## src/rtl/lin_resp_pkg.sv

```systemverilog
package lin_resp_pkg;

  typedef enum logic [1:0] {
    ST_IDLE = 2'd0,
    ST_ID   = 2'd1,
    ST_DATA = 2'd2,
    ST_SUM  = 2'd3
  } lin_st_e;

  // Protected-identifier parity pair {p1, p0} for a 6-bit identifier
  function automatic logic [1:0] id_parity(input logic [5:0] id);
    return {~(id[1] ^ id[3] ^ id[4] ^ id[5]), (id[0] ^ id[1] ^ id[2] ^ id[4])};
  endfunction

  // 8-bit addition with the carry folded back into bit 0
  function automatic logic [7:0] sum_wrap(input logic [7:0] a, input logic [7:0] b);
    logic [8:0] t;
    t = {1'b0, a} + {1'b0, b};
    return t[7:0] + {7'b0, t[8]};
  endfunction

endpackage

```

## src/rtl/lin_rst_sync.sv

```systemverilog
module lin_rst_sync (
  input  logic clk,
  input  logic rst_n_i,
  output logic rst_n_o
);
  logic [1:0] sync_q;

  always_ff @(posedge clk or negedge rst_n_i) begin
    if (!rst_n_i) sync_q <= 2'b00;
    else          sync_q <= {sync_q[0], 1'b1};
  end

  assign rst_n_o = sync_q[1];
endmodule

```

## src/rtl/lin_pid_unit.sv

```systemverilog
module lin_pid_unit (
  input  logic [7:0] id_in,
  input  logic       gen_en,
  output logic [7:0] pid_out,
  output logic       par_ok
);
  import lin_resp_pkg::*;

  logic [1:0] par;

  always_comb begin
    par     = id_parity(id_in[5:0]);
    pid_out = gen_en ? {par, id_in[5:0]} : id_in;
    par_ok  = (id_in[7:6] == par);
  end
endmodule

```

## src/rtl/lin_len_decode.sv

```systemverilog
module lin_len_decode #(
  parameter int CODE_W = 8,
  localparam int CNT_W = CODE_W + 1
) (
  input  logic              from_id,
  input  logic [CODE_W-1:0] code,
  input  logic [1:0]        id_len_bits,
  output logic [CNT_W-1:0]  last_idx
);
  always_comb begin
    if (from_id) begin
      case (id_len_bits)
        2'b10:   last_idx = CNT_W'(3);
        2'b11:   last_idx = CNT_W'(7);
        default: last_idx = CNT_W'(1);
      endcase
    end else begin
      last_idx = {1'b0, code};
    end
  end
endmodule

```

## src/rtl/lin_sum_acc.sv

```systemverilog
module lin_sum_acc #(
  parameter int W = 8
) (
  input  logic         clk,
  input  logic         rst_n,
  input  logic         init_en,
  input  logic [W-1:0] init_val,
  input  logic         add_en,
  input  logic [W-1:0] add_val,
  output logic [W-1:0] sum_q
);
  logic [W-1:0] sum_d;
  logic [W:0]   raw;

  always_comb begin
    raw   = {1'b0, sum_q} + {1'b0, add_val};
    sum_d = sum_q;
    if (init_en)     sum_d = init_val;
    else if (add_en) sum_d = raw[W-1:0] + {{(W-1){1'b0}}, raw[W]};
  end

  always_ff @(posedge clk or negedge rst_n) begin
    if (!rst_n) sum_q <= '0;
    else        sum_q <= sum_d;
  end
endmodule

```

## src/rtl/lin_resp_engine.sv

```systemverilog
module lin_resp_engine #(
  parameter int CODE_W = 8,
  localparam int CNT_W = CODE_W + 1
) (
  input  logic              clk,
  input  logic              rst_n,
  input  logic              frame_start,
  input  logic              cfg_master,
  input  logic              cfg_par_off,
  input  logic              cfg_sum_off,
  input  logic              cfg_classic,
  input  logic              cfg_len_from_id,
  input  logic [CODE_W-1:0] cfg_len_code,
  input  logic              in_valid,
  output logic              in_ready,
  input  logic [7:0]        in_data,
  output logic              out_valid,
  input  logic              out_ready,
  output logic [7:0]        out_data,
  output logic              par_err,
  output logic              sum_err,
  output logic              frame_done
);
  import lin_resp_pkg::*;

  logic rst_sn;
  lin_st_e st_q, st_d;
  logic master_q, par_off_q, sum_off_q, classic_q, from_id_q;
  logic [CODE_W-1:0] code_q;
  logic [CNT_W-1:0] cnt_q, cnt_d, last_q, last_d, last_dec;
  logic par_err_q, par_err_d, sum_err_q, sum_err_d, done_q, done_d;
  logic [7:0] pid_out, sum_q;
  logic par_ok, fire_in, init_en, add_en;

  lin_rst_sync u_rst (.clk(clk), .rst_n_i(rst_n), .rst_n_o(rst_sn));

  lin_pid_unit u_pid (
    .id_in(in_data), .gen_en(master_q & ~par_off_q),
    .pid_out(pid_out), .par_ok(par_ok)
  );

  lin_len_decode #(.CODE_W(CODE_W)) u_len (
    .from_id(from_id_q), .code(code_q),
    .id_len_bits(in_data[5:4]), .last_idx(last_dec)
  );

  assign fire_in = in_valid & in_ready;
  assign init_en = (st_q == ST_ID) & fire_in & ~frame_start;
  assign add_en  = (st_q == ST_DATA) & fire_in & ~frame_start;

  lin_sum_acc #(.W(8)) u_sum (
    .clk(clk), .rst_n(rst_sn),
    .init_en(init_en), .init_val(classic_q ? 8'h00 : pid_out),
    .add_en(add_en), .add_val(in_data), .sum_q(sum_q)
  );

  // Stream steering
  always_comb begin
    in_ready  = 1'b0;
    out_valid = 1'b0;
    out_data  = in_data;
    case (st_q)
      ST_ID: begin
        in_ready  = out_ready;
        out_valid = in_valid;
        out_data  = pid_out;
      end
      ST_DATA: begin
        in_ready  = out_ready;
        out_valid = in_valid;
      end
      ST_SUM: begin
        if (master_q) begin
          out_valid = 1'b1;
          out_data  = ~sum_q;
        end else begin
          in_ready  = 1'b1;
        end
      end
      default: ;
    endcase
  end

  // Next state
  always_comb begin
    st_d      = st_q;
    cnt_d     = cnt_q;
    last_d    = last_q;
    par_err_d = par_err_q;
    sum_err_d = sum_err_q;
    done_d    = 1'b0;
    if (frame_start) begin
      st_d      = ST_ID;
      par_err_d = 1'b0;
      sum_err_d = 1'b0;
    end else begin
      case (st_q)
        ST_ID: if (fire_in) begin
          st_d   = ST_DATA;
          cnt_d  = '0;
          last_d = last_dec;
          if (!master_q && !par_off_q && !par_ok) par_err_d = 1'b1;
        end
        ST_DATA: if (fire_in) begin
          cnt_d = cnt_q + CNT_W'(1);
          if (cnt_q == last_q) begin
            st_d   = sum_off_q ? ST_IDLE : ST_SUM;
            done_d = sum_off_q;
          end
        end
        ST_SUM: begin
          if (master_q) begin
            if (out_ready) begin
              st_d   = ST_IDLE;
              done_d = 1'b1;
            end
          end else if (in_valid) begin
            if (in_data != ~sum_q) sum_err_d = 1'b1;
            st_d   = ST_IDLE;
            done_d = 1'b1;
          end
        end
        default: ;
      endcase
    end
  end

  // Registers
  always_ff @(posedge clk or negedge rst_sn) begin
    if (!rst_sn) begin
      st_q      <= ST_IDLE;
      cnt_q     <= '0;
      last_q    <= '0;
      par_err_q <= 1'b0;
      sum_err_q <= 1'b0;
      done_q    <= 1'b0;
    end else begin
      st_q      <= st_d;
      cnt_q     <= cnt_d;
      last_q    <= last_d;
      par_err_q <= par_err_d;
      sum_err_q <= sum_err_d;
      done_q    <= done_d;
    end
  end

  // Mode capture, enabled by frame_start
  always_ff @(posedge clk or negedge rst_sn) begin
    if (!rst_sn) begin
      master_q  <= 1'b0;
      par_off_q <= 1'b0;
      sum_off_q <= 1'b0;
      classic_q <= 1'b0;
      from_id_q <= 1'b0;
      code_q    <= '0;
    end else if (frame_start) begin
      master_q  <= cfg_master;
      par_off_q <= cfg_par_off;
      sum_off_q <= cfg_sum_off;
      classic_q <= cfg_classic;
      from_id_q <= cfg_len_from_id;
      code_q    <= cfg_len_code;
    end
  end

  assign par_err    = par_err_q;
  assign sum_err    = sum_err_q;
  assign frame_done = done_q;
endmodule

```

## config.mk

```make
export PLATFORM = sky130hd
export DESIGN_NAME = lin_resp_engine
export DESIGN_NICKNAME = d
export VERILOG_FILES = /design/src/rtl/lin_resp_pkg.sv /design/src/rtl/lin_rst_sync.sv /design/src/rtl/lin_pid_unit.sv /design/src/rtl/lin_len_decode.sv /design/src/rtl/lin_sum_acc.sv /design/src/rtl/lin_resp_engine.sv
export SDC_FILE = /design/constraint.sdc
export NUM_CORES = 1
export LEC_CHECK = 0
export BUFFER_PORTS_ARGS = -buffer_cell sky130_fd_sc_hd__buf_2
export CAP_MARGIN = 10
export CORE_MARGIN = 2
export CORE_UTILIZATION = 55
export CTS_CLUSTER_DIAMETER = 120
export CTS_CLUSTER_SIZE = 10
export DETAILED_ROUTE_END_ITERATION = 8
export PLACE_DENSITY_LB_ADDON = 0.25
export RECOVER_POWER = 100
export SKIP_LAST_GASP = 1
export SLEW_MARGIN = 30
export SYNTH_ARGS = -nofsm -noshare
export SYNTH_HDL_FRONTEND = slang
export SYNTH_SLANG_ARGS = --single-unit
```

## constraint.sdc

```tcl
create_clock -name clk -period 1.78 [get_ports clk]
set_input_delay 0.089 -clock clk [delete_from_list [all_inputs] [get_ports clk]]
set_output_delay 0.089 -clock clk [all_outputs]
set_load 0.005 [all_outputs]
```

Yosys cells after proc, flatten, opt, wreduce, memory -nomap -nowiden. Cells that the tools add are included. W data, S select, Z words.

Mux-type cells: 40. Reduce and logical (&&, ||, !) cells: 20. $add $sub $neg: 3. Bitwise gates (word level): 16. Equal/unequal tests: 16.

Operators with widths (number): $mux W8 (6); $mux W9 (2); $pmux W9 S2 (1); $mux W1 (17); $mux W2 (8); $pmux W8 S2 (1); $reduce_bool A2 Y1 (8); $add A8 B8 Y9 (1); $add A9 B1 Y9 const B (1); $eq A9 B9 Y1 (1); $add A8 B1 Y8 (1); $eq A2 B2 Y1 const B (4); $ne A4 B4 Y1 const B (2); $ne A8 B8 Y1 (1); $not A8 Y8 (1); $reduce_and A4 Y1 (2); $and A1 B1 Y1 (6); $ne A2 B2 Y1 const B (3); $ne A3 B3 Y1 const B (2); $pmux W1 S2 (3); $pmux W2 S3 (1); $pmux W3 S2 (1); $reduce_and A3 Y1 (2); $reduce_and A6 Y1 (1); 9 further kinds (19).

Register bits: 46. Logic and storage cells: 109.

Depth between registers and ports, before layout. Gate-level depths: netlist of run 1.

Depth after elaboration: 11. Depth in mapped cells: 14. Gate-level depth less buffers: 14.

Hierarchy. A second synthesis of run 1 with hierarchy kept.

Cells, all modules: 339. Area total of the unflattened synthesis: 3334.4 um^2.

Modules (own cells, without submodules): lin_resp_engine (area each 2129.5 um^2, cells an instance 206, seq. area each 900.9 um^2, times used 1); lin_sum_acc (area each 882.1 um^2, cells an instance 101, seq. area each 200.2 um^2, times used 1); lin_pid_unit (area each 178.9 um^2, cells an instance 17, seq. area each 0.0 um^2, times used 1); lin_len_decode (area each 90.1 um^2, cells an instance 12, seq. area each 0.0 um^2, times used 1); lin_rst_sync (area each 53.8 um^2, cells an instance 3, seq. area each 50.0 um^2, times used 1).

Least setup slack after synthesis of run 1. No wires, ideal clock.

Path kind: flip-flop to flip-flop. From: reg u_sum.sum_q[0]. To: reg u_sum.sum_q[6]. Clock period less this slack: 2708 ps. Slack: -928 ps. Stages on the path, launching flop included: 15. Data required time: 1648 ps. Data arrival time: 2576 ps. Setup time: 132 ps. Cells stage by stage: dfrtp_1 > ha_1 > inv_1 > fa_1 > nand2b_1 > o2bb2ai_1 > o21ai_0 > ha_1 > ha_1 > nand2_1 > nor3_1 > o31ai_1 > xor2_1 > a22oi_1 > o21ai_1.

Word-level cells in the longest chain between the ends: 4.

Ends and longest elaborated chain: start: declaration (RTL line lin_sum_acc.sv:10) `output logic [W-1:0] sum_q`; start signal: assignment (RTL line lin_sum_acc.sv:24) `else sum_q <= sum_d;`; $add A8 B8 Y9 (RTL line lin_sum_acc.sv:16) `raw = {1'b0, sum_q} + {1'b0, add_val};`; $add A8 B1 Y8 (RTL line lin_sum_acc.sv:19) `else if (add_en) sum_d = raw[W-1:0] + {{(W-1){1'b0}}, raw[W]};`; $mux W8 (RTL line lin_sum_acc.sv:19); $mux W8 (RTL line lin_sum_acc.sv:18) `if (init_en) sum_d = init_val;`.

Every way passes these cells. The select of a mux whose other input is x is not followed. A chain may end at the register's enable or synchronous reset.

Worst setup path in the final report of run 1. Same ends and word-level chain as after synthesis.

==> qor.tcl, run 1 <==
set qor(antenna_found_initial) 0
set qor(drt_pre_antenna_iters) 5
set qor(drc_violation_total_after_the_first_tritonroute_iteration) 246
set qor(post_route_minimum_period_ns) 2.708
set qor(layout.core_utilization_pct) 88.71
set qor(synth-seq-cells) 45
set qor(seqCellArea_um2) 1129
set qor(use_met3_pct) 5.294
set qor(gr-usage-all-layers_pct) 29.11
set qor(wire_length_of_the_first_global_routing_pass_um) 13680
set qor(grtUsageMet1_pct) 36.31
set qor(power.switching_mw) 2.866
set qor(hpwl_um) 5947
set qor(post-synth-top-count-cell) {sky130_fd_sc_hd__dfrtp_1}
set qor(floorplan.rows) 26
set qor(synth-async-reset-ratio_pct) 100.0
set qor(layout_skew_ns) 0.009737
set qor(die-height_um) 76.82
set qor(comb_power_share_pct) 66.5
set qor(ir_worst_vdd_mv) 0.9671
set qor(multi_input_area_um2) 2126
set qor(tritoncts_clock_tree) {yes}
set qor(h_tree_depth) 2
set qor(synth_edf_count) 0
set qor(placement.setup.worst_slack_ns) -0.6835
set qor(timing.hold.ws_ns) -0.0004024
set qor(globalRoute.totalOverflow) 0
set qor(clkPwrFrac_pct) 12.0
set qor(layout.filler_cells) 236
set qor(detail_route.wirelength_um) 10170
set qor(grt_start_max_net_pins) 31
set qor(via_count) 3072
set qor(critPathMaxStageDelay_ns) 0.37
set qor(p_seq_share_pct) 21.5
set qor(numPortBuffers) 38
set qor(top_usage_layer) {met2}
set qor(largest_driver_fanout_on_the_critical_path) 2
set qor(synthFlopType) {sky130_fd_sc_hd__dfrtp_1}
set qor(critPathRequiredTime_ns) 1.99
set qor(power.static_leakage_nw) 2.135
set qor(synthesis.area_um2) 2917
set qor(fmax_mhz) 369.3
set qor(routed_wire_length_per_instance_um) 19.67
set qor(clockBufferDepth) 2
set qor(nNetsFinal) 488
set qor(core_area_um2) 5107
set qor(crit_path_end_kind) {flop}
set qor(timing.hold.worst.class) {in -> reg}
set qor(setup_repair_after_global_routing_missed_its_margin) {yes}
set qor(critPathTopFamily) {adder cells}
set qor(yosys-top-cells-count) {45 x sky130_fd_sc_hd__dfrtp_1, 44 x sky130_fd_sc_hd__nand2_1, 24 x sky130_fd_sc_hd__nor2_1}
set qor(post_drt_via_cell_ratio) 5.942
set qor(synth.yosys.warnings) 0
set qor(start_util_pct) 57.10
set qor(critical-path-top-cell-by-count) {sky130_fd_sc_hd__ha_2}
set qor(final_count_of_hold_timing_violations) 1
set qor(post-synth-top-area-cell) {sky130_fd_sc_hd__dfrtp_1}
set qor(clk-insertion-delay-late_ns) 0.31
set qor(die_area_um2) 5901
set qor(internal_power_consumption_mw) 4.045
set qor(detail-route-antenna-nets) 0
set qor(cp_cell_sequence) {ha_2 -> inv_2 -> fa_2 -> nand2b_4 -> o2bb2ai_4 -> o21ai_2 -> ha_2 -> ha_4 -> nand2_2 -> nor3_4 -> o31ai_1 -> xor2_1 -> a22oi_1 -> o21ai_1}
set qor(ioPinCount) 39
set qor(synth.yosys.seq_area_share_pct) 38.61
set qor(cts_bufs_inserted) 5
set qor(antenna_cells_inserted) 0
set qor(path_class) {reg -> reg}
set qor(synth.avg_cell_area_um2) 9.086
set qor(final-max-slew-violation-count) 0
set qor(synth_top_area_share_pct) 38.61
set qor(die_x_um) 76.82
set qor(worst_slack_ns) -0.9279
set qor(finalSetupViolations) 34
set qor(total_of_max_cap_violations) 0
set qor(clockRootBuffer) {sky130_fd_sc_hd__clkbuf_8}
set qor(syn_inst) 321
set qor(crit_buf_inv) 1
set qor(net_count_synth) 363
set qor(crit_path_start_kind) {flop}
set qor(power.density_nw_per_um2) 1525
set qor(clock_transition_at_the_registers_of_the_reported_paths_ns) 0.09
set qor(cp.arrival_ns) 2.91
set qor(netSwitchingFraction_pct) 41.47
set qor(period_share_pct) 152.1
set qor(drive_gt1_share_pct) 53.02
set qor(violations_in_the_final_reports) {negative hold slack, negative setup slack}
set qor(status) {finished, violations left}
set qor(syn2layout_area_growth_pct) 55.34
set qor(clock_sinks) 45
set qor(slowest_stage) {sky130_fd_sc_hd__dfrtp_1}
set qor(post-route-drc-count) 0
set qor(use_met2_pct) 50.88
set qor(synth.area.top_cells) {sky130_fd_sc_hd__dfrtp_1 39%, sky130_fd_sc_hd__ha_1 6.4%, sky130_fd_sc_hd__nand2_1 5.7%, sky130_fd_sc_hd__mux2_2 5.4%, sky130_fd_sc_hd__xor2_1 5.1%}
set qor(globalplace.congestion) 0.8801
set qor(via_count_of_the_first_global_routing_pass) 2948
set qor(ys_types) 53
-- routing by layer --
| metal | up-vias | wire length [µm] |
|---|---|---|
| li1 | 1358 | - |
| met4 | 0 | 445 |
| met5 | - | 0 |
| met3 | 44 | 653 |
| met2 | 155 | 5048 |
| met1 | 1515 | 4023 |
-- cell usage in the layout, fill, tap and decap left out, drive strengths merged, types with 6 or more instances in the layout --
cell type,n
nor3,9
nand4,6
a21oi,14
xor2,17
ha,15
nor3b,6
nor2,25
nand2b,8
mux2,14
xnor2,15
nand2,45
o21ai,34
buf,128
inv,11
clkbuf,8
dfrtp,45
-- kinds of logic after synthesis --
| kind of cell | synth area share [%] |
|---|---|
| flops | 38.61 |
| simple gates | 19.31 |
| other cells | 0.1286 |
| buf+inv | 3.304 |
| compound gates | 15.83 |
| fa+ha+maj | 7.121 |
| xor+xnor | 9.610 |
| mux | 6.092 |
-- worst paths after layout --
kind / startpoint / end / slack [ns] / cells after the start
worst max-delay path: u_sum.sum_q[0] / u_sum.sum_q[6] / -0.93 / 14
worst max register to register: u_sum.sum_q[0] / u_sum.sum_q[6] / -0.93 / 14
worst min register to register: u_rst.sync_q[1] / code_q[0] / 0.15 / 0
worst min-delay path: cfg_len_code[6] / code_q[6] / -0.0004 / 2
max in group asynchronous: u_rst.sync_q[1] / st_q[0] / 1.14 / 1
min in group asynchronous: rst_n / u_rst.sync_q[1] / 0.09 / 2
-- power by group through the flow --
stage	registers [mW]	logic [mW]	clock network (mW)
floorplan	1.43	2.02	0
global placement	1.45	3.19	0
detailed placement	1.46	3.32	0
CTS	1.44	3.76	0.829
global route	1.51	4.87	0.883
finish	1.48	4.60	0.829
-- final cells by class --
class	instances	area share (%)
Clock buffer	5	1.519
Inverter	10	0.8285
Clock inverter	3	1.105
Timing Repair Buffer	133	22.78
Multi-Input combinational cell	251	46.92
Sequential cell	45	24.91
Tap cell	70	1.933
-- stage by stage --
step / area [µm²] / total power, mW / setup TNS [ns] / std cells
global route: 4531 / 7.264 / -12.68 / 517
floorplan: 3062 / 3.453 / -5.755 / 321
finish: 4531 / 6.911 / -9.516 / 517
global placement: 3800 / 4.635 / -6.710 / 482
detailed placement: 3800 / 4.779 / -8.211 / 482
CTS: 4160 / 6.022 / -6.685 / 502
-- state kept, by name, summed over array words and instances (netlist names) --
signal        count
classic_q         1
cnt_q             9
code_q            8
frame_done        1
from_id_q         1
last_q            8
master_q          1
par_err           1
par_off_q         1
st_q              2
sum_err           1
sum_off_q         1
u_rst.sync_q      2
u_sum.sum_q       8
-- what timing repair did --
item                                   in CTS  in global routing
pin swaps                                  22                 39
setup endpoints to repair                  37                 37
endpoints found under the hold margin       3                  0
gates resized for setup                    39                 57
setup buffers                              11                 16
gates cloned                                0                  2
hold buffers                                2                  0
Note: power is estimated with default switching activity, not from simulation.
==> run 2, diff against run 1 <==
CELL_PAD_IN_SITES_DETAIL_PLACEMENT = 0   (was not set)
CELL_PAD_IN_SITES_GLOBAL_PLACEMENT = 2   (was not set)
CORE_MARGIN = 5   (was 2)
CORE_UTILIZATION = 36   (was 55)
==> run 2 against run 1 <==
Effect of this change: the run ends with negative setup slack left; critical path depth shrank 1; first-iteration DRC count down 65%; global-route usage down 13 points; maximum frequency rose by 11%; core utilization fell by 33 points; critical endpoint is now u_sum.sum_q[5]; highest routed layer unchanged.
==> qor.tcl, run 2 (synthesized netlist as in run 1, its figures left out) <==
set qor(ioPinCount) 39
set qor(post_drt_via_cell_ratio) 4.902
set qor(routed_wire_length_per_instance_um) 14.73
set qor(hpwl_um) 5874
set qor(crit_path_end_kind) {flop}
set qor(worst_slew_pin_slew_ns) 0.7557
set qor(worstHoldPathCells) 2
set qor(setup_total_negative_slack_ns) -5.115
set qor(antenna_found_initial) 0
set qor(leading_cell_type_in_the_layout_fill_and_taps_excluded) {sky130_fd_sc_hd__buf_4}
set qor(status) {finished, violations left}
set qor(cts_bufs_inserted) 5
set qor(tritoncts_clock_tree) {yes}
set qor(layout.core_utilization_pct) 55.98
set qor(fmax_mhz) 411.7
set qor(nNetsFinal) 479
set qor(slew_headroom_pct) 49.62
set qor(netSwitchingFraction_pct) 39.89
set qor(via_count_of_the_first_global_routing_pass) 2689
set qor(seqCellArea_um2) 1127
set qor(clock_transition_at_the_registers_of_the_reported_paths_ns) 0.10
set qor(die_area_um2) 10000
set qor(timing.hold.worst.class) {in -> reg}
set qor(layout.filler_cells) 725
set qor(final-max-slew-violation-count) 0
set qor(h_tree_depth) 2
set qor(crit_path_start_kind) {flop}
set qor(syn2layout_area_growth_pct) 49.85
set qor(detail-route-antenna-nets) 0
set qor(p_seq_share_pct) 22.6
set qor(ir_worst_vdd_mv) 0.6699
set qor(internal_power_consumption_mw) 3.824
set qor(r2r_slack_ns) -0.65
set qor(post-route-drc-count) 0
set qor(period_share_pct) 136.4
set qor(clockBufferDepth) 2
set qor(setup_repair_after_global_routing_missed_its_margin) {yes}
set qor(clockRootBuffer) {sky130_fd_sc_hd__clkbuf_8}
set qor(drc_violation_total_after_the_first_tritonroute_iteration) 85
set qor(post_route_insts_no_fill) 540
set qor(gr-usage-all-layers_pct) 16.42
set qor(layout.cells.most_common_list) {67 x sky130_fd_sc_hd__buf_4, 44 x sky130_fd_sc_hd__dfrtp_1, 34 x sky130_fd_sc_hd__buf_2, 33 x sky130_fd_sc_hd__nand2_1}
set qor(start_util_pct) 37.36
set qor(clk-insertion-delay-late_ns) 0.30
set qor(clock_sinks) 45
set qor(timing.hold.ws_ns) 0.01543
set qor(numPortBuffers) 38
set qor(core_area_um2) 7807
set qor(wire_length_of_the_first_global_routing_pass_um) 13300
set qor(path_class) {reg -> reg}
set qor(total_of_max_cap_violations) 0
set qor(multi_input_area_um2) 2059
set qor(drt_pre_antenna_iters) 4
set qor(globalRoute.totalOverflow) 0
set qor(final_count_of_hold_timing_violations) 0
set qor(worst_slack_ns) -0.6487
set qor(cp.arrival_ns) 2.62
set qor(via_count) 2647
set qor(power.switching_mw) 2.538
set qor(layout_skew_ns) 0.008255
set qor(post_route_minimum_period_ns) 2.429
set qor(drive_gt1_share_pct) 46.58
set qor(globalplace.congestion) 0.7913
set qor(violations_in_the_final_reports) {negative setup slack}
set qor(die-height_um) 100.0
set qor(r2r.worst_path.cells) 13
set qor(largest_driver_fanout_on_the_critical_path) 2
set qor(grt_start_max_net_pins) 31
set qor(dp_cells) 515
set qor(power.density_nw_per_um2) 1456
set qor(antenna_cells_inserted) 0
set qor(largest_register_ffs) 9
set qor(power.static_leakage_nw) 2.012
set qor(clkPwrFrac_pct) 12.5
set qor(finalSetupViolations) 26
set qor(die_x_um) 100.0
set qor(critPathRequiredTime_ns) 1.97
set qor(comb_power_share_pct) 65.0
set qor(regMostFlops) {cnt_q}
set qor(total_power_mw) 6.362
set qor(floorplan.rows) 32
set qor(detail_route.wirelength_um) 7954
run 2: changes by cell type in the layout (fill, tap and decap cells not counted), sizes merged:
| cell | before | now |
|---|---|---|
| buf | 128 | 115 |
| clkinvlp | 0 | 1 |
| clkbuf | 8 | 11 |
| nand2 | 45 | 46 |
| inv | 11 | 10 |
run 2: routing by layer:
layer / up-vias / wire, µm / global-route usage (%)
li1: 1341 / - / -
met2: 63 / 3529 / 25.45
met3: 8 / 442 / 2.641
met5: - / 0 / 0
met1: 1235 / 3937 / 24.58
met4: 0 / 45 / 2.591
run 2: final cells by class:
| class | instances | area share, % |
|---|---|---|
| Clock buffer | 5 | 1.575 |
| Clock inverter | 3 | 1.059 |
| Inverter | 10 | 0.8589 |
| Multi-Input combinational cell | 252 | 47.12 |
| Sequential cell | 45 | 25.79 |
| Tap cell | 102 | 2.920 |
| Timing Repair Buffer | 123 | 20.67 |
run 2: worst paths after layout:
kind | startpoint | end
setup / recovery | u_sum.sum_q[0] | u_sum.sum_q[5]
hold / removal | cfg_len_code[5] | code_q[5]
setup reg to reg | u_sum.sum_q[0] | u_sum.sum_q[5]
hold reg to reg | u_rst.sync_q[1] | code_q[7]
max in group asynchronous | u_rst.sync_q[1] | st_q[0]
min in group asynchronous | rst_n | u_rst.sync_q[1]
run 2: what timing repair did:
item | in CTS | in global routing
buffers inserted | 12 | 1
hold endpoints to repair | 2 | 1
resized for setup | 50 | 20
pin swaps | 29 | 15
gates cloned | 2 | 0
hold buffers | 1 | 1
endpoints found under the setup margin | 37 | 39
run 2: metrics by stage:
stage | area (µm²) | worst slack [ns]
finish | 4370 | -0.6487
detailed placement | 3835 | -0.7086
CTS | 4299 | -0.6372
global placement | 3835 | -0.6094
floorplan | 3062 | -0.6728
global route | 4370 | -0.7791
run 2: critical path, stage by stage (launching register included):
cell                        delay (ns)
sky130_fd_sc_hd__dfrtp_1          0.37
sky130_fd_sc_hd__ha_2             0.19
sky130_fd_sc_hd__inv_2            0.04
sky130_fd_sc_hd__fa_2             0.33
sky130_fd_sc_hd__nand2b_4         0.15
sky130_fd_sc_hd__o2bb2ai_4        0.14
sky130_fd_sc_hd__o21ai_2          0.15
sky130_fd_sc_hd__ha_4             0.16
sky130_fd_sc_hd__nand3_1          0.09
sky130_fd_sc_hd__nor3_2           0.22
sky130_fd_sc_hd__nand2_1          0.12
sky130_fd_sc_hd__xnor2_2          0.15
sky130_fd_sc_hd__xnor2_1          0.14
sky130_fd_sc_hd__o21ai_1          0.07
run 2: power groups by stage:
stage / logic, mW / clock network, mW / registers [mW]
finish: 4.13 / 0.795 / 1.44
global route: 4.49 / 0.862 / 1.47
CTS: 3.95 / 0.811 / 1.44
detailed placement: 3.25 / 0 / 1.46
global placement: 3.24 / 0 / 1.45
floorplan: 2.02 / 0 / 1.43
==> run 3, diff against run 2 <==
MAX_ROUTING_LAYER = met4   (was not set)
SETUP_SLACK_MARGIN = 0.2   (was not set)
==> run 3 against run 2 <==
Effect of this change: the flow still finishes with violations (negative setup slack); clock-buffer cell count unchanged; wire length increased by 6.2%; largest cell class unchanged; power increased by 8.5%; sequential share of layout area decreased by 1.5 points; die area unchanged; clock skew decreased by 0.0032 ns; clock power increased by 13%; via count increased by 4.9%; cell count increased by 3.5%.
==> qor.tcl, run 3 (synthesized netlist as in run 1, its figures left out) <==
set qor(cts_bufs_inserted) 5
set qor(tritoncts_clock_tree) {yes}
set qor(grt_start_max_net_pins) 32
set qor(hpwl_um) 6058
set qor(detail_route.wirelength_um) 8451
set qor(final_count_of_hold_timing_violations) 0
set qor(power.static_leakage_nw) 2.157
set qor(finalSetupViolations) 37
set qor(drt_pre_antenna_iters) 4
set qor(slowest_stage) {sky130_fd_sc_hd__dfrtp_1}
set qor(leading_cell_type_in_the_layout_fill_and_taps_excluded) {sky130_fd_sc_hd__buf_4}
set qor(gr-usage-all-layers_pct) 17.57
set qor(fmax_mhz) 405.2
set qor(routed_wire_length_per_instance_um) 15.12
set qor(post_route_insts_no_fill) 559
set qor(floorplan.rows) 32
set qor(detail-route-antenna-nets) 0
set qor(setup_repair_after_global_routing_missed_its_margin) {yes}
set qor(worst_slew_pin_slew_ns) 0.7995
set qor(clockBufferDepth) 2
set qor(crit-reg2reg-launch) {u_sum.sum_q[0]}
set qor(total_of_max_cap_violations) 0
set qor(placement.setup.worst_slack_ns) -0.7064
set qor(clock_sinks) 45
set qor(layout_skew_ns) 0.005078
set qor(globalRoute.totalOverflow) 0
set qor(globalplace.congestion) 0.7906
set qor(crit_buf_inv) 1
set qor(dp_cells) 517
set qor(path_class) {reg -> reg}
set qor(drive_gt1_share_pct) 51.20
set qor(critical-path-top-cell-by-count) {sky130_fd_sc_hd__ha_4}
set qor(clock_transition_at_the_registers_of_the_reported_paths_ns) 0.09
set qor(antenna_found_initial) 0
set qor(setup_total_negative_slack_ns) -7.538
set qor(clockRootBuffer) {sky130_fd_sc_hd__clkbuf_8}
set qor(critPathMaxStageDelay_ns) 0.37
set qor(post_drt_via_cell_ratio) 4.968
set qor(start_util_pct) 37.36
set qor(critPathTopFamily) {adder cells}
set qor(worstHoldPathCells) 2
set qor(critPathRequiredTime_ns) 1.97
set qor(power.density_nw_per_um2) 1488
set qor(core_area_um2) 7807
set qor(nNetsFinal) 498
set qor(r2r.worst_path.cells) 14
set qor(regMostFlops) {cnt_q}
set qor(worst_slack_ns) -0.6878
set qor(critical_path.startpoint) {u_sum.sum_q[0]}
set qor(ir_worst_vdd_mv) 0.6655
set qor(post_route_minimum_period_ns) 2.468
set qor(status) {finished, violations left}
set qor(layout.cells.most_common_list) {78 x sky130_fd_sc_hd__buf_4, 45 x sky130_fd_sc_hd__dfrtp_1, 35 x sky130_fd_sc_hd__buf_2, 31 x sky130_fd_sc_hd__nand2_1}
set qor(cp_num_cells) 14
set qor(numPortBuffers) 38
set qor(cp-endpoint) {u_sum.sum_q[6]}
set qor(clk-insertion-delay-late_ns) 0.29
set qor(r2r_slack_ns) -0.69
set qor(drc_violation_total_after_the_first_tritonroute_iteration) 108
set qor(die_area_um2) 10000
set qor(h_tree_depth) 2
set qor(crit_path_start_kind) {flop}
set qor(via_count_of_the_first_global_routing_pass) 2752
set qor(wire_length_of_the_first_global_routing_pass_um) 13800
set qor(period_share_pct) 138.6
set qor(slew_headroom_pct) 46.70
set qor(via_count) 2777
set qor(cp_cell_sequence) {ha_2 -> inv_2 -> fa_2 -> nand2b_4 -> o2bb2ai_4 -> o21ai_2 -> ha_4 -> ha_4 -> nand2_2 -> nor3_2 -> o31ai_1 -> xor2_1 -> a22oi_1 -> o21ai_1}
set qor(crit_path_end_kind) {flop}
set qor(largest_driver_fanout_on_the_critical_path) 2
set qor(ioPinCount) 39
set qor(die-height_um) 100.0
set qor(r2r-end) {u_sum.sum_q[6]}
set qor(final-max-slew-violation-count) 0
set qor(syn2layout_area_growth_pct) 59.12
set qor(post-route-drc-count) 0
set qor(die_x_um) 100.0
set qor(antenna_cells_inserted) 0
set qor(largest_register_ffs) 9
set qor(timing.hold.worst.class) {in -> reg}
set qor(violations_in_the_final_reports) {negative setup slack}
set qor(cp.arrival_ns) 2.66
## run 3: area by class of cell
| type | instances | area [µm²] |
|---|---|---|
| Multi-Input combinational cell | 252 | 2128 |
| Timing Repair Buffer | 142 | 1087 |
| Clock inverter | 3 | 65.06 |
| Inverter | 10 | 37.54 |
| Clock buffer | 5 | 68.82 |
| Tap cell | 102 | 127.6 |
| Sequential cell | 45 | 1126 |
| Fill cell | 702 | 3167 |
## run 3: worst min-delay path by stage
| stage | startpoint | endpoint |
|---|---|---|
| final | cfg_len_code[7] | code_q[7] |
| after global routing | cfg_len_code[7] | code_q[7] |
| after CTS | cfg_len_code[7] | code_q[7] |
| after detailed placement | rst_n | u_rst.sync_q[0] |
| after global placement | rst_n | u_rst.sync_q[0] |
| after floorplan | rst_n | u_rst.sync_q[0] |
## run 3: layer usage
| metal | wire length (µm) | track usage (%) | up-vias |
|---|---|---|---|
| li1 | - | - | 1395 |
| met1 | 4137 | 24.61 | 1322 |
| met2 | 3957 | 27.50 | 51 |
| met4 | 74 | 2.902 | 0 |
| met5 | 0 | - | - |
| met3 | 282 | 2.710 | 9 |
## run 3: through the flow
| stage | util, % | cell area [µm²] | power (mW) | hold slack (ns) |
|---|---|---|---|---|
| 2_1_floorplan | - | 3064 | 3.459 | -0.2066 |
| 3_5_place_dp | 49.31 | 3850 | 4.760 | -0.1246 |
| 3_3_place_gp | 49.31 | 3850 | 4.724 | -0.1256 |
| 6_report | 59.44 | 4641 | 6.906 | 0.02346 |
| 4_1_cts | 56.23 | 4390 | 6.459 | 0.01259 |
| 5_1_grt | 59.44 | 4641 | 7.442 | 0.004704 |
## run 3: power breakdown
group	internal [mW]	total, mW	switching (mW)	leakage, nW
combinational	2.48	4.57	2.09	1.52
sequential	1.25	1.44	0.183	0.567
clock	0.558	0.900	0.342	0.0681
total	4.29	6.91	2.62	2.16
## run 3: repair_timing
item                       4_1_cts  5_1_grt
resized for setup               59       31
setup endpoints to repair       40       40
hold endpoints to repair         2        0
hold buffers                     1        0
cloned                           2        0
buffers inserted                17       14
pin swaps                       37       28
